[src/rtl/rsv_pkg.sv]
package rsv_pkg;

  typedef enum logic [1:0] {
    ST_HOLD   = 2'd0,
    ST_SETTLE = 2'd1,
    ST_IDLE   = 2'd2,
    ST_HELD   = 2'd3
  } rsv_state_e;

  // Timeout in ticks for a delay code; zero means disabled.
  function automatic int unsigned wd_limit_ms(input logic [1:0] code,
                                              input int unsigned base);
    case (code)
      2'b01:   return base;
      2'b10:   return base * 2;
      2'b11:   return base * 4;
      default: return 0;
    endcase
  endfunction

endpackage

[src/rtl/rsv_sync.sv]
module rsv_sync #(
  parameter int unsigned STAGES  = 2,
  parameter bit          RST_VAL = 1'b0
) (
  input  logic clk,
  input  logic arst_n,
  input  logic d,
  output logic q
);
  logic [STAGES-1:0] chain_q;

  generate
    for (genvar i = 0; i < STAGES; i++) begin : g_stage
      if (i == 0) begin : g_first
        always_ff @(posedge clk or negedge arst_n)
          if (!arst_n) chain_q[i] <= RST_VAL;
          else         chain_q[i] <= d;
      end else begin : g_next
        always_ff @(posedge clk or negedge arst_n)
          if (!arst_n) chain_q[i] <= RST_VAL;
          else         chain_q[i] <= chain_q[i-1];
      end
    end
  endgenerate

  assign q = chain_q[STAGES-1];
endmodule

[src/rtl/rsv_debounce.sv]
module rsv_debounce #(
  parameter int unsigned DEB_MS = 10
) (
  input  logic clk,
  input  logic arst_n,
  input  logic en,
  input  logic tick,
  input  logic line_low,
  output logic press
);
  localparam int unsigned CW = $clog2(DEB_MS + 1);

  logic [CW-1:0] cnt_q;
  logic          armed;

  assign armed = en & line_low;
  assign press = armed & tick & (cnt_q == CW'(DEB_MS - 1));

  always_ff @(posedge clk or negedge arst_n)
    if (!arst_n)              cnt_q <= '0;
    else if (!armed || press) cnt_q <= '0;
    else if (tick)            cnt_q <= cnt_q + CW'(1);

  AST_DEB_BOUND: assert property (@(posedge clk) disable iff (!arst_n)
    cnt_q < CW'(DEB_MS));
endmodule

[src/rtl/rsv_watchdog.sv]
module rsv_watchdog
  import rsv_pkg::*;
#(
  parameter int unsigned BASE_MS = 250
) (
  input  logic       clk,
  input  logic       arst_n,
  input  logic       tick,
  input  logic       run,
  input  logic       strobe_fall,
  input  logic       cfg_wr,
  input  logic [1:0] code,
  output logic       timeout
);
  localparam int unsigned CW = $clog2(4 * BASE_MS + 1);

  logic [CW-1:0] cnt_q;
  logic [CW-1:0] limit;
  logic          restart;

  assign limit   = CW'(wd_limit_ms(code, BASE_MS));
  assign restart = !run || strobe_fall || cfg_wr || (code == 2'b00);
  assign timeout = !restart && tick && (cnt_q == limit - CW'(1));

  always_ff @(posedge clk or negedge arst_n)
    if (!arst_n)                 cnt_q <= '0;
    else if (restart || timeout) cnt_q <= '0;
    else if (tick)               cnt_q <= cnt_q + CW'(1);

  AST_WD_BOUND: assert property (@(posedge clk) disable iff (!arst_n)
    (run && code != 2'b00) |-> (cnt_q < limit));
endmodule

[src/rtl/rsv_pulse_fsm.sv]
module rsv_pulse_fsm
  import rsv_pkg::*;
#(
  parameter int unsigned PULSE_MS   = 250,
  parameter int unsigned SETTLE_CYC = 2
) (
  input  logic clk,
  input  logic arst_n,
  input  logic tick,
  input  logic pwr_fail,
  input  logic press,
  input  logic wd_timeout,
  input  logic line_low,
  output logic pull_en,
  output logic wd_run,
  output logic deb_en
);
  localparam int unsigned HW = $clog2(PULSE_MS + 1);
  localparam int unsigned SW = $clog2(SETTLE_CYC + 1);

  rsv_state_e    state_q, state_d;
  logic [HW-1:0] hold_q, hold_d;
  logic [SW-1:0] settle_q, settle_d;
  logic          pulse_done;

  assign pulse_done = (state_q == ST_HOLD) && tick && (hold_q == HW'(PULSE_MS - 1));

  always_comb begin
    state_d  = state_q;
    hold_d   = hold_q;
    settle_d = settle_q;
    if (pwr_fail) begin
      state_d = ST_HOLD;
      hold_d  = '0;
    end else begin
      unique case (state_q)
        ST_HOLD: begin
          if (pulse_done) begin
            state_d  = ST_SETTLE;
            hold_d   = '0;
            settle_d = '0;
          end else if (tick) begin
            hold_d = hold_q + HW'(1);
          end
        end
        ST_SETTLE: begin
          if (wd_timeout)                        state_d = ST_HOLD;
          else if (settle_q == SW'(SETTLE_CYC))  state_d = line_low ? ST_HELD : ST_IDLE;
          else                                   settle_d = settle_q + SW'(1);
        end
        ST_IDLE: begin
          if (press || wd_timeout) state_d = ST_HOLD;
        end
        ST_HELD: begin
          if (!line_low) state_d = ST_HOLD;
        end
        default: state_d = ST_HOLD;
      endcase
    end
  end

  always_ff @(posedge clk or negedge arst_n)
    if (!arst_n) begin
      state_q  <= ST_HOLD;
      hold_q   <= '0;
      settle_q <= '0;
    end else begin
      state_q  <= state_d;
      hold_q   <= hold_d;
      settle_q <= settle_d;
    end

  assign pull_en = (state_q == ST_HOLD);
  assign wd_run  = (state_q == ST_IDLE) || (state_q == ST_SETTLE);
  assign deb_en  = (state_q == ST_IDLE);

  AST_PULSE_BOUND: assert property (@(posedge clk) disable iff (!arst_n)
    hold_q < HW'(PULSE_MS));
  AST_HELD_QUIET: assert property (@(posedge clk) disable iff (!arst_n)
    (state_q == ST_HELD && line_low && !pwr_fail) |=> !pull_en);
endmodule

[src/rtl/rst_supervisor.sv]
module rst_supervisor #(
  parameter int unsigned PULSE_MS    = 250,
  parameter int unsigned DEBOUNCE_MS = 10,
  parameter int unsigned WD_BASE_MS  = 250,
  parameter int unsigned SYNC_STAGES = 2
) (
  input  logic       clk,
  input  logic       arst_n,
  input  logic       tick_ms,
  input  logic       pwr_fail,
  input  logic       rst_line_in,
  input  logic       strobe_n,
  input  logic       cfg_wr,
  input  logic [1:0] cfg_wdata,
  output logic [1:0] cfg_delay,
  output logic       rst_pull_en
);
  logic line_s, line_low;
  logic strobe_s, strobe_prev_q, strobe_fall;
  logic press, wd_timeout, wd_run, deb_en;
  logic [1:0] delay_q;

  rsv_sync #(.STAGES(SYNC_STAGES), .RST_VAL(1'b0)) u_line_sync (
    .clk(clk), .arst_n(arst_n), .d(rst_line_in), .q(line_s));
  rsv_sync #(.STAGES(SYNC_STAGES), .RST_VAL(1'b1)) u_strobe_sync (
    .clk(clk), .arst_n(arst_n), .d(strobe_n), .q(strobe_s));

  assign line_low = ~line_s;

  always_ff @(posedge clk or negedge arst_n)
    if (!arst_n) strobe_prev_q <= 1'b1;
    else         strobe_prev_q <= strobe_s;

  assign strobe_fall = strobe_prev_q & ~strobe_s;

  always_ff @(posedge clk or negedge arst_n)
    if (!arst_n)     delay_q <= 2'b11;
    else if (cfg_wr) delay_q <= cfg_wdata;

  assign cfg_delay = delay_q;

  rsv_debounce #(.DEB_MS(DEBOUNCE_MS)) u_deb (
    .clk(clk), .arst_n(arst_n), .en(deb_en), .tick(tick_ms),
    .line_low(line_low), .press(press));

  rsv_watchdog #(.BASE_MS(WD_BASE_MS)) u_wd (
    .clk(clk), .arst_n(arst_n), .tick(tick_ms), .run(wd_run),
    .strobe_fall(strobe_fall), .cfg_wr(cfg_wr), .code(delay_q),
    .timeout(wd_timeout));

  rsv_pulse_fsm #(.PULSE_MS(PULSE_MS), .SETTLE_CYC(SYNC_STAGES)) u_fsm (
    .clk(clk), .arst_n(arst_n), .tick(tick_ms), .pwr_fail(pwr_fail),
    .press(press), .wd_timeout(wd_timeout), .line_low(line_low),
    .pull_en(rst_pull_en), .wd_run(wd_run), .deb_en(deb_en));

  AST_PF_HOLD: assert property (@(posedge clk) disable iff (!arst_n)
    pwr_fail |=> rst_pull_en);
  AST_PRESS_FIRES: assert property (@(posedge clk) disable iff (!arst_n)
    press |=> rst_pull_en);
  AST_NO_SELF_PRESS: assert property (@(posedge clk) disable iff (!arst_n)
    rst_pull_en |-> !press);
  AST_WD_FIRES: assert property (@(posedge clk) disable iff (!arst_n)
    wd_timeout |=> rst_pull_en);
  AST_WD_IDLE_IN_RESET: assert property (@(posedge clk) disable iff (!arst_n)
    rst_pull_en |-> !wd_timeout);
  AST_WD_OFF: assert property (@(posedge clk) disable iff (!arst_n)
    (delay_q == 2'b00) |-> !wd_timeout);
endmodule

[config.mk]
export PLATFORM = sky130hd
export DESIGN_NAME = rst_supervisor
export DESIGN_NICKNAME = d
export VERILOG_FILES = /design/src/rtl/rsv_pkg.sv /design/src/rtl/rsv_sync.sv /design/src/rtl/rsv_debounce.sv /design/src/rtl/rsv_watchdog.sv /design/src/rtl/rsv_pulse_fsm.sv /design/src/rtl/rst_supervisor.sv
export SDC_FILE = /design/constraint.sdc
export NUM_CORES = 1
export LEC_CHECK = 0
export BUFFER_PORTS_ARGS = -buffer_cell sky130_fd_sc_hd__buf_2
export CORE_UTILIZATION = 28
export DETAILED_ROUTE_END_ITERATION = 10
export PLACE_DENSITY = 0.41
export SLEW_MARGIN = 20
export SYNTH_ARGS = -nofsm -noshare
export SYNTH_HDL_FRONTEND = slang
export SYNTH_SLANG_ARGS = --single-unit
[constraint.sdc]
create_clock -name clk -period 4.85 [get_ports clk]
set_input_delay 0.485 -clock clk [delete_from_list [all_inputs] [get_ports clk]]
set_output_delay 0.485 -clock clk [all_outputs]
set_load 0.005 [all_outputs]
# Yosys cells after proc, flatten, opt, wreduce, memory -nomap -nowiden
# Index checks and enable logic that the tools add are counted.
[classes] addsub=5 eq_ne=17 n_mux=21 bitwise_logic=7 n_reduce_logical=24
[ops] cell="8-bit two-way mux" count=4
[ops] cell="10-bit one-hot mux with 3 select lines" count=1
[ops] cell="10-bit two-way mux" count=2
[ops] cell="2-bit two-way mux" count=9
[ops] cell="10-bit by 1-bit adder with 10-bit output, second input constant" count=1
[ops] cell="10-bit equality test" count=1
[ops] cell="2-bit equality test, second input constant" count=5
[ops] cell="10-bit by 1-bit subtractor with 10-bit output, second input constant" count=1
[ops] cell="8-bit by 1-bit adder with 8-bit output, second input constant" count=1
[ops] cell="8-bit equality test, second input constant" count=1
[ops] cell="4-bit two-way mux" count=2
[ops] cell="2-bit one-hot mux with 4 select lines" count=1
[ops] cell="2-bit nonzero test" count=4
[ops] cell="1-bit logical OR" count=7
[ops] cell="3-bit inequality test, second input constant" count=2
[ops] cell="5-bit AND reduction" count=1
[ops] cell="4-bit by 1-bit adder with 4-bit output, second input constant" count=1
[ops] cell="1-bit bitwise AND" count=4
[ops] cell="2-bit by 1-bit equality test with 1-bit output, second input constant" count=2
[ops] cell="4-bit equality test, second input constant" count=1
[ops] cell="1-bit logical AND" count=4
[ops] cell="2-bit zero test" count=2
[ops] cell="2-bit inequality test, second input constant" count=2
[ops] cell="4-bit by 2-bit inequality test with 1-bit output, second input constant" count=1
[ops] cell="10 further kinds" count=14
[word_totals] ff_bits=33 inputBits=9 out_inout_bits=3 wordCells=85

# Depth between registers and ports, before layout
[logic_depth] depth_word=13 mapped_depth=7 mapped_depth_nobuf=7

# By module
# A second synthesis with hierarchy kept.
[hier_totals] cells_unflattened=186 hier_area_um2=1871.8
[by_module_without_submodules] module="rsv_pulse_fsm" instances=1 cells_each=87 area_each_um2=807.0 seq_area_each_um2=300.3
[by_module_without_submodules] module="rsv_watchdog" instances=1 cells_each=67 area_each_um2=623.1 seq_area_each_um2=250.2
[by_module_without_submodules] module="rsv_debounce" instances=1 cells_each=21 area_each_um2=227.7 seq_area_each_um2=100.1
[by_module_without_submodules] module="rst_supervisor" instances=1 cells_each=7 area_each_um2=111.4 seq_area_each_um2=78.8
[by_module_without_submodules] module="rsv_sync (u_strobe_sync)" instances=1 cells_each=2 area_each_um2=52.6 seq_area_each_um2=52.6
[by_module_without_submodules] module="rsv_sync (u_line_sync)" instances=1 cells_each=2 area_each_um2=50.0 seq_area_each_um2=50.0

# Least setup slack after synthesis
# OpenSTA, ideal clock, no wires.
[synth_path] path_kind="reg2reg" startpoint="register delay_q[0] (netlist: cfg_delay[0])" endpoint="register u_fsm.settle_q[1]" setup_time_ps=80 arrival_time_ps=1908 t_required_ps=4770 path_slack_ps=2862 stages_incl_launch_ff=8 n_path_buf=0 synth_period_minus_slack_ps=1988 path_cell_list="dfstp_2 > inv_1 > ha_1 > and3b_1 > o2111ai_2 > nor3_1 > or4_1 > o211ai_2"
[synth_between] elab_chain_cells=7 word_cells_on_any_way=13 classes_between="1 x add/sub; 5 x eq/ne; 1 x mux; 6 x reduce/logical"
[synth_lines] element="start: declaration" line_no="rst_supervisor.sv:21" rtl="logic [1:0] delay_q;"
[synth_lines] element="start signal: assignment" line_no="rst_supervisor.sv:38" rtl="else if (cfg_wr) delay_q <= cfg_wdata;"
[synth_lines] element="2-bit equality test (tied with other cells)" line_no="rsv_pkg.sv:13" rtl="case (code)"
[synth_lines] element="10-bit one-hot mux with 3 select lines or 1-bit logical OR (tied branches)" line_no="rsv_pkg.sv:13, rsv_watchdog.sv:22"
[synth_lines] element="10-bit by 1-bit subtractor with 10-bit output or 1-bit zero test (tied branches)" line_no="rsv_watchdog.sv:23" rtl="assign timeout = !restart && tick && (cnt_q == limit - CW'(1));"
[synth_lines] element="10-bit equality test or 1-bit logical AND (tied branches)" line_no="rsv_watchdog.sv:23"
[synth_lines] element="1-bit logical AND (*)" line_no="rsv_watchdog.sv:23"
[synth_lines] element="2-bit inequality test (no line) (*)"
[synth_lines] element="5-bit AND reduction (no line) (*)"
[synth_lines] element="end signal: assignment" line_no="rsv_pulse_fsm.sv:70" rtl="settle_q <= settle_d;"
[synth_lines] element="end: declaration" line_no="rsv_pulse_fsm.sv:23" rtl="logic [SW-1:0] settle_q, settle_d;"
# Mark *: on every way between the ends. The rest lies on a longest branch, timed or not.
# A chain may end at the register's enable or synchronous reset.

# Worst setup path after layout
[layout_path] startpoint="register delay_q[1] (netlist: cfg_delay[1])" endpoint="register u_fsm.settle_q[1]"
# Same word-level chain as after synthesis.

==> results.md <==
* Cell family with most CP delay: simple AND/OR/NAND/NOR gates
* Setup TNS at 0 ns
* Switching share of power at 32.1%
* H-Tree Depth at 2
* Grt ovf at 0
* Met3 usage at 3.30%
* Startpoint Class: flip-flop
* DP Area at 1960 sq um
* Synth Instances at 183
* Initial Util at 28.9%
* Peak supply drop at 0.164 mV
* Pin count of the biggest net entering global routing at 34
* Max-cap viol count at 0
* Pre-Repair DR Iteration Count at 6
* GPL Wtd Cong at 0.749
* Kind of critical path: flip-flop to flip-flop
* DP HPWL at 2.67 mm
* Commonest cells after routing, fill and taps aside: dfrtp_1, nor2_1, nand2_1
* Critical path required time at 5.06 ns
* Yosys reg bits at 33
* CP Cell Sequence: inv_1, ha_1, and3b_1, o2111ai_2, nor3_1, or4_1, o211ai_2
* Initial antenna violation count at 0
* M2 GR Usage at 20.6%
* # diodes at 0
* Netlist cell types at 43
* WL per Instance at 13.4 um
* F_max at 473 MHz
* Vias in the first global route at 1,307
* Vias at 1,334
* Status: finished clean
* Die area at 6830 sq um
* Fin Clk Skew at 0.00796 ns
* Row cnt at 29
* CP startpoint: cfg_delay[1]$_DFFE_PN1P_
* CTS Root Cell: clkbuf_8
* Chip width at 82.7 um
* Post-CTS Hold Buffers at 0
* Internal power at 500 uW
* Post-cts repair resize count at 0
* Routed wire length at 3.68 mm
* GRT busiest layer: met2
* Synth Area per Inst at 9.95 sq um
* GRT Overall Usage at 12.3%
* Pwr per Cell Area at 360 nW/um^2
* DR iter-0 viols at 45
* CP peak stage delay at 0.54 ns
* Area Overhead vs Synth at 12.4%
* Fill cells at 646
* Comb pwr share at 26.4%
* Final Util at 32.4%
* Hold_ws at 0.273 ns
* Slowest CP cell: dfstp_2
* Switch Pwr at 237 uW
* Worst Tran Pin Value at 0.789 ns
* Cts bufs inserted at 5
* Clock Power Share at 29.2%
* Reg power frac at 44.5%
* Boundary Pins at 12
* Min Tclk post-route at 2.11 ns
* TritonCTS clock tree: done
* Crit. End Element: flip-flop
* Clock latency at the later pin of the worst-skew pair at 0.28 ns
* Post-Syn Area at 1820 sq um
* Clk slew on worst S/H paths at 0.07 ns
* Met1 Use GR at 15.0%
* Mapped Nets at 205
* DIE HEIGHT at 82.7 um
* Buf/Inv on CP at 1
* Fraction of layout cells with a size suffix above 1 at 14.1%
* Most common cell after layout, fill and taps aside: dfrtp_1
* Drt drc at 0
* Global-route wire length before repair at 6.14 mm
* Post-route ant nets at 0
* Sequential share of the synthesized area at 45.7%
* Hold Path Class: primary input to asynchronous set/reset pin
* Vias per cell at 4.85
* I/O Buffers at 11
* Net count reported at finish at 219
* Synth warn at 0
* Fin crit share at 43.6%
* Post-route cell area at 2050 sq um
* RSZ-0062 raised after global routing: false
* Crit-path max FO at 3
* Rel. slew slack at 47.4%
* TritonCTS Sinks at 33
* Final setup violation count at 0
* Core outline area at 6310 sq um
* Launching point of the worst reg2reg path: cfg_delay[1]$_DFFE_PN1P_
* Fin. max-slew vios at 0
* Critical path arrival at 2.33 ns
* # Post-CTS Setup Buffers at 0
* Leakage power at 0.000885 uW
* Max Buffers Root-to-Sink at 2
* Hold Fails Final Rpt at 0
[sequential cells by signal (all words and copies together) (netlist names)]
name	flops
u_line_sync.chain_q	1
u_strobe_sync.chain_q	1
u_fsm.settle_q	2
u_line_sync.q	1
strobe_prev_q	1
u_deb.cnt_q	4
u_strobe_sync.q	1
cfg_delay	2
u_fsm.hold_q	8
u_fsm.state_q	2
u_wd.cnt_q	10
[power by group through the flow]
stage / clock network [uW] / logic [uW] / registers (uW)
2_1_floorplan: 0 / 145 / 326
3_3_place_gp: 0 / 195 / 330
3_5_place_dp: 0 / 197 / 332
4_1_cts: 226 / 198 / 327
5_1_grt: 239 / 224 / 331
6_report: 215 / 194 / 327
[final timing paths]
check / end / slack (ns) / depth (start not counted)
setup / recovery: u_fsm.settle_q[1]$_DFFE_PN0P_ / 2.74 / 7
min in group clk: u_strobe_sync.chain_q[0]$_DFF_PN1_ / 0.30 / 1
hold / removal: u_fsm.hold_q[2]$_DFFE_PN0P_ / 0.27 / 1
hold reg to reg: u_strobe_sync.q$_DFF_PN1_ / 0.36 / 0
setup reg to reg: u_fsm.settle_q[1]$_DFFE_PN0P_ / 2.74 / 7
max in group asynchronous: u_line_sync.chain_q[0]$_DFF_PN0_ / 4.06 / 1
[final cells by class]
class,instances,area [sq um],area share [%]
multi-input combinational,134,928,45.4
sequential,33,832,40.6
tap,77,96.3,4.71
clock buffer,8,90.1,4.40
timing repair buffer,11,55.1,2.69
inverter,12,45.0,2.20
[kinds of logic after synthesis]
family	after synthesis	share of synthesized area, %
mux	2	1.10
flops	33	45.7
fa+ha+maj	13	8.93
simple gates	73	20.4
buf+inv	16	3.36
xor+xnor	18	8.65
compound gates	28	11.9
[routing by layer]
metal  share of wire [%]  routed length [um]
met1                  49                1820
met2                  47                1740
met3                 2.3                  86
met4                 1.0                  38
met5                   0                   0
[Yosys cell counts]
master	count	share of area, %
o21bai_2	1	0.62
and3_1	1	0.34
nor2b_1	1	0.34
nor3b_1	1	0.41
o211ai_2	1	0.69
clkbuf_1	1	0.21
nand2b_1	1	0.34
and2_1	2	0.69
o211ai_1	1	0.41
a211o_1	1	0.48
o2111ai_2	1	0.82
a21oi_1	4	1.1
nand2_1	15	3.1
a41oi_2	1	0.89
and4bb_1	1	0.69
nand3_1	10	2.7
buf_1	2	0.41
a211oi_1	1	0.41
nand4b_1	2	0.96
and4_1	2	0.96
dfstp_2	5	7.2
or4_1	1	0.41
mux2i_1	2	1.1
inv_1	12	2.5
xnor2_1	7	3.4
a31o_2	2	0.96
and3b_1	2	0.96
o31a_1	1	0.48
a41oi_1	1	0.48
buf_2	1	0.27
o21ai_0	7	1.9
o2111ai_1	1	0.48
o2bb2ai_1	1	0.48
nor2_1	22	4.5
xor2_1	11	5.3
dfrtp_1	28	38
o31ai_1	1	0.41
nand3b_1	2	0.82
ha_1	13	8.9
nand4_1	3	1.0
or3_1	2	0.69
nor3_1	5	1.4
a21o_1	3	1.2
[per-stage QoR]
step / cells / total power [uW] / worst slack, ns
global route: 275 / 794 / 2.64
global placement: 267 / 525 / 2.81
finish: 275 / 736 / 2.74
floorplan: 183 / 471 / 2.86
CTS: 275 / 751 / 2.74
detailed placement: 267 / 529 / 2.75
No activity file was read; power rests on OpenSTA's default activity.
